--- src/rtl/thr_pkg.sv ---
// Shared constants for the processor clock throttling controller.
// Assumes a 2-bit power-state code in which a single value means fully on.
package thr_pkg;
    localparam int PWR_W = 2;
    localparam logic [PWR_W-1:0] PWR_FULL_ON = 2'b00;
endpackage

--- src/rtl/thr_sync.sv ---
// Two-flop synchronizer for one asynchronous level input.
// Assumes the input is a slow level, so metastability settles within one flop.
module thr_sync #(
    parameter logic RST_VAL = 1'b1
) (
    input  logic clk,
    input  logic rst_n,
    input  logic d,
    output logic q
);
    logic meta_q;

    // Shift the raw level through two flops.
    always_ff @(posedge clk) begin
        if (!rst_n) begin
            meta_q <= RST_VAL;
            q      <= RST_VAL;
        end else begin
            meta_q <= d;
            q      <= meta_q;
        end
    end
endmodule

--- src/rtl/thr_mode_sel.sv ---
// Combinational source arbitration: decides whether throttling is requested
// and which duty code applies, with the thermal source taking priority.
// Assumes therm_act is already synchronized and active high.
module thr_mode_sel #(
    parameter int DUTY_W = 3
) (
    input  logic              norm_en,
    input  logic [DUTY_W-1:0] norm_duty,
    input  logic              therm_en,
    input  logic              therm_act,
    input  logic [DUTY_W-1:0] therm_duty,
    output logic              req_active,
    output logic [DUTY_W-1:0] req_duty
);
    logic therm_req;

    // Pick the requesting source and its duty, thermal first.
    always_comb begin
        therm_req  = therm_en && therm_act;
        req_active = therm_req || norm_en;
        if (therm_req) begin
            req_duty = therm_duty;
        end else if (norm_en) begin
            req_duty = norm_duty;
        end else begin
            req_duty = '0;
        end
    end
endmodule

--- src/rtl/thr_timebase.sv ---
// Slot and period counter. Counts ticks within a slot and slots within a
// period; the slot length is latched at each period start.
// Assumes 'start' is a one-cycle pulse on entry to the running state and
// that the counters must be cleared whenever 'run' is low.
module thr_timebase #(
    parameter int DUTY_W          = 3,
    parameter int PSEL_W          = 2,
    parameter int BASE_SLOT_TICKS = 2
) (
    input  logic              clk,
    input  logic              rst_n,
    input  logic              run,
    input  logic              start,
    input  logic              tick,
    input  logic [PSEL_W-1:0] period_sel,
    output logic [DUTY_W-1:0] slot_idx,
    output logic              period_done
);
    localparam int MAX_SHIFT = (1 << PSEL_W) - 1;
    localparam int MAX_LEN   = BASE_SLOT_TICKS << MAX_SHIFT;
    localparam int LEN_W     = $clog2(MAX_LEN) + 1;
    localparam logic [DUTY_W-1:0] LAST_SLOT = {DUTY_W{1'b1}};

    logic [LEN_W-1:0] len_q;
    logic [LEN_W-1:0] cnt_q;
    logic [LEN_W-1:0] len_new;
    logic             slot_end;

    // Slot length requested by the current period select.
    always_comb begin
        len_new     = LEN_W'(BASE_SLOT_TICKS) << period_sel;
        slot_end    = run && !start && tick && (cnt_q == len_q - 1'b1);
        period_done = slot_end && (slot_idx == LAST_SLOT);
    end

    // Advance tick and slot counters; latch the slot length at period starts.
    always_ff @(posedge clk) begin
        if (!rst_n) begin
            cnt_q    <= '0;
            slot_idx <= '0;
            len_q    <= LEN_W'(BASE_SLOT_TICKS);
        end else if (!run) begin
            cnt_q    <= '0;
            slot_idx <= '0;
        end else if (start) begin
            cnt_q    <= '0;
            slot_idx <= '0;
            len_q    <= len_new;
        end else if (tick) begin
            if (slot_end) begin
                cnt_q    <= '0;
                slot_idx <= slot_idx + 1'b1;
                if (period_done) begin
                    len_q <= len_new;
                end
            end else begin
                cnt_q <= cnt_q + 1'b1;
            end
        end
    end
endmodule

--- src/rtl/cpu_throttle.sv ---
// Processor clock throttling controller top level. Drives an active-low
// stop-clock request for a duty share of each period while the system is
// fully on. Settings are sampled only at period starts.
// Assumes therm_n is asynchronous and all other inputs are in the clk domain.
module cpu_throttle #(
    parameter int DUTY_W          = 3,
    parameter int PSEL_W          = 2,
    parameter int BASE_SLOT_TICKS = 2
) (
    input  logic                      clk,
    input  logic                      rst_n,
    input  logic                      tick,
    input  logic [thr_pkg::PWR_W-1:0] pwr_state,
    input  logic [PSEL_W-1:0]         period_sel,
    input  logic                      norm_en,
    input  logic [DUTY_W-1:0]         norm_duty,
    input  logic                      therm_en,
    input  logic                      therm_n,
    input  logic [DUTY_W-1:0]         therm_duty,
    output logic                      stpclk_n
);
    import thr_pkg::*;

    logic              therm_n_s;
    logic              therm_act;
    logic              req_active;
    logic [DUTY_W-1:0] req_duty;
    logic              fon;
    logic              fon_q;
    logic              start;
    logic              period_done;
    logic              load;
    logic [DUTY_W-1:0] slot_idx;
    logic              act_q;
    logic [DUTY_W-1:0] duty_q;

    thr_sync #(.RST_VAL(1'b1)) u_sync (
        .clk   (clk),
        .rst_n (rst_n),
        .d     (therm_n),
        .q     (therm_n_s)
    );

    assign therm_act = !therm_n_s;

    thr_mode_sel #(.DUTY_W(DUTY_W)) u_mode (
        .norm_en    (norm_en),
        .norm_duty  (norm_duty),
        .therm_en   (therm_en),
        .therm_act  (therm_act),
        .therm_duty (therm_duty),
        .req_active (req_active),
        .req_duty   (req_duty)
    );

    // Decode the power state and mark period starts.
    always_comb begin
        fon   = (pwr_state == PWR_FULL_ON);
        start = fon && !fon_q;
        load  = start || period_done;
    end

    thr_timebase #(
        .DUTY_W          (DUTY_W),
        .PSEL_W          (PSEL_W),
        .BASE_SLOT_TICKS (BASE_SLOT_TICKS)
    ) u_tb (
        .clk         (clk),
        .rst_n       (rst_n),
        .run         (fon),
        .start       (start),
        .tick        (tick),
        .period_sel  (period_sel),
        .slot_idx    (slot_idx),
        .period_done (period_done)
    );

    // Track the power state and latch the mode and duty at period starts.
    always_ff @(posedge clk) begin
        if (!rst_n) begin
            fon_q  <= 1'b0;
            act_q  <= 1'b0;
            duty_q <= '0;
        end else begin
            fon_q <= fon;
            if (!fon) begin
                act_q <= 1'b0;
            end else if (load) begin
                act_q  <= req_active;
                duty_q <= req_duty;
            end
        end
    end

    // Request stop-clock in the leading duty slots of a running period.
    always_comb begin
        stpclk_n = !(fon_q && act_q && (slot_idx < duty_q));
    end
endmodule

--- config.mk ---
export PLATFORM = sky130hd
export DESIGN_NAME = cpu_throttle
export DESIGN_NICKNAME = d
export VERILOG_FILES = /design/src/rtl/thr_pkg.sv /design/src/rtl/thr_sync.sv /design/src/rtl/thr_mode_sel.sv /design/src/rtl/thr_timebase.sv /design/src/rtl/cpu_throttle.sv
export SDC_FILE = /design/constraint.sdc
export NUM_CORES = 1
export LEC_CHECK = 0
export ABC_AREA = 1
export BUFFER_PORTS_ARGS = -buffer_cell sky130_fd_sc_hd__clkbuf_2
export CORE_UTILIZATION = 49
export DETAILED_ROUTE_END_ITERATION = 10
export PLACE_DENSITY_LB_ADDON = 0.05
export SYNTH_ARGS = -nofsm -noshare
export SYNTH_HDL_FRONTEND = slang
export SYNTH_SLANG_ARGS = --single-unit
--- constraint.sdc ---
create_clock -name clk -period 1.6 [get_ports clk]
set_input_delay 0.24 -clock clk [delete_from_list [all_inputs] [get_ports clk]]
set_output_delay 0.24 -clock clk [all_outputs]
set_load 0.05 [all_outputs]
==> flow_summary.toml <==
[setup_path]
reg2reg_from = "u_tb.len_q[2]"
end_kind = "register"
reg2reg_to = "u_tb.len_q[4]"
worstSetupStartpointType = "register"
worstPathMaxFanout = 7
r2r_cells = 12
critPathRequiredTime_ns = 1.81
path_class = "reg2reg"
worstPathArrival_ns = 1.84
r2r_slack_ns = -0.02

[timing]
fmax_mhz = 615
max_slew.worst_pin.slew_ns = 0.341
maxSlewViolCount = 0
fin_crit_ns = 1.62
rsz0062_at_grt = "yes"
hold_viol = 0
setup_viol = 6
worst_slack_ns = -0.0249
relSlewSlack_pct = 77.2
period_share_pct = 102
skew_ns = 0.00284

[die]
std_cell_rows = 16
dieArea_um2 = 2320
coreArea_um2 = 1980
start_util_pct = 52.8
die_w_um = 48.2
num_io_pins = 17
die_y_um = 48.2

[clock_tree]
ctsRootBufferMaster = "clkbuf_4"
clock-sinks = 19
cts_tree = "yes"
ctsHtreeMaxLevel = 1
clockBufferDepth = 2
clkTransAtPathRegs_ns = 0.10
clock_latency_ns = 0.30
hold_buffers = 0
cts_buffers = 3

[logic_synthesis]
synth_top_cell_area_share_pct = 36.4
ys_seq_elements = 19
synth_common_cells = "nand2_1, inv_1, nor2_1"
syn_nets = 178
syn_area_per_cell_um2 = 6.71
synth-edff-count = 0
synth_ff_type = "dfxtp_1"
synth_top_cell_by_area = "dfxtp_1"
synthCells = 156
syn_area_um2 = 1050
yosys_warnings = 0
synthDistinctLibCells = 21
synthMostInstantiatedCell = "nand2_1"
ys_seq_area_share_pct = 36.4
async_flop_share_pct = 0
synth.area.top_cells = "dfxtp_1, nand2_1, inv_1"

[cells_and_area]
postLayoutCoreUtil_pct = 65.3
nFillCells = 177
antennaDiodeCount = 0
nets = 203
drive_above_1_share_pct = 28.3
syn2layout_area_growth_pct = 23.8

[detailed_routing]
vias = 985
drcViolationCount = 0
drt-initial-drc-count = 29
postRouteAntennaNets = 0
viasPerCell = 4.76
routed_wl_um = 2060
drtPass1Iterations = 4
wl_per_cell_um = 9.95

[power]
leakage_nw = 0.624
powerDensity_nw_per_um2 = 685
vdd_drop_max_mv = 0.534

[placed_design]
dp_slack_ns = -0.0603
io_buffers = 16
dp_hpwl_um = 1590
place_congestion = 0.825

[global_routing]
grtUsageTotal_pct = 19.7
use_met1_pct = 26.4
antenna_found_initial = 0
gr-usage-met2_pct = 30.4
grt_overflow_total = 0
gr-usage-met3_pct = 4.44
grt_pass1_wl_um = 3120
grt_pass1_vias = 774
grt-busiest-layer = "met2"
grt_max_degree = 14

[status]
failed_checks = "negative setup slack"
status = "complete, but fails checks"

[worst_hold_path]
holdCritStartpoint = "therm_n"
min_to = "u_sync.meta_q"
hold_path_depth = 3
hold_path_class = "in2reg"

[run]
maxCapViolCount = 0
kinds of logic after synthesis:
family / after synthesis / share of synthesized area, %
AO/OA/AOI/OAI: 15 / 7.65
AND/OR/NAND/NOR: 90 / 38.2
XOR/XNOR: 1 / 0.837
buffers and inverters: 25 / 9.81
flip-flops: 19 / 36.4
adder cells (fa/ha/maj): 6 / 7.18
final cells by class:
cell class / instances / area [um^2] / share of cell area [%]
clock buffer: 4 / 26.3 / 2.03
inverter: 23 / 86.3 / 6.67
multi-input combinational: 113 / 634 / 49.0
sequential: 19 / 387 / 29.9
tap: 27 / 33.8 / 2.61
timing repair buffer: 21 / 128 / 9.86
how the worst max path moves through the flow:
stage | startpoint | to | slack, ns | depth (start not counted)
final | u_tb.len_q[2] | u_tb.len_q[4] | -0.02 | 12
after global routing | u_tb.len_q[2] | u_tb.len_q[3] | -0.11 | 12
after CTS | u_tb.len_q[1] | duty_q[0] | 0.005 | 12
after detailed placement | u_tb.len_q[2] | u_tb.slot_idx[0] | -0.06 | 10
after global placement | u_tb.len_q[2] | u_tb.slot_idx[0] | -0.04 | 10
after floorplan | u_tb.len_q[1] | duty_q[2] | 0.03 | 13
registers in the layout, summed over array words and instances (netlist names):
signal / cells
u_tb.cnt_q: 5
u_sync.q: 1
act_q: 1
duty_q: 3
u_tb.slot_idx: 3
u_sync.meta_q: 1
fon_q: 1
u_tb.len_q: 4
power breakdown:
group / internal [mW] / switching, mW
clock: 0.0974 / 0.148
sequential: 0.490 / 0.0102
combinational: 0.0626 / 0.0795
total: 0.650 / 0.237
what timing repair did:
item	CTS	global route
pin swaps	3	11
cloned	0	1
setup buffers	0	2
setup endpoints to repair	9	13
resized for setup	8	13
through the flow:
step,cells,area (um^2),power (mW),setup TNS (ns),hold WS [ns]
3_3_place_gp,200,1180,0.630,-0.0420,0.400
4_1_cts,204,1240,0.882,0,0.100
5_1_grt,207,1290,0.935,-0.839,0.114
3_5_place_dp,200,1180,0.634,-0.0992,0.404
6_report,207,1290,0.887,-0.110,0.0973
2_1_floorplan,156,1060,0.596,0,0.325
metal layers:
metal	part of all wire [%]	routed length, um	vias up
met5	0	0	-
met4	1.7	34	0
met3	3.3	68	5
met2	44	900	16
met1	51	1060	426
li1	-	-	538
cell usage in the layout (no fill, tap or decap), types with 3 or more instances in the layout:
cell	instances
inv_2	3
buf_4	5
clkbuf_2	15
dfxtp_1	14
nand3_1	8
dfxtp_2	5
inv_1	20
o21ai_0	3
nand2_2	8
nand2_1	40
nor2_1	22
a21oi_1	8
or2_2	3
clkbuf_4	3
ha_1	4
worst max-delay path, cell delays in order (launching register included):
cell and delay, ns:
dfxtp_2 0.35, inv_2 0.04, ha_4 0.23, nand2_2 0.07, nand3_2 0.05, nor2_1 0.11
nand2_1 0.09, nor2_4 0.17, nand3_4 0.15, nand2_8 0.12, nand2_2 0.06, nand2_1 0.05
nor2_1 0.04
Note: power is estimated with default switching activity, not from simulation.
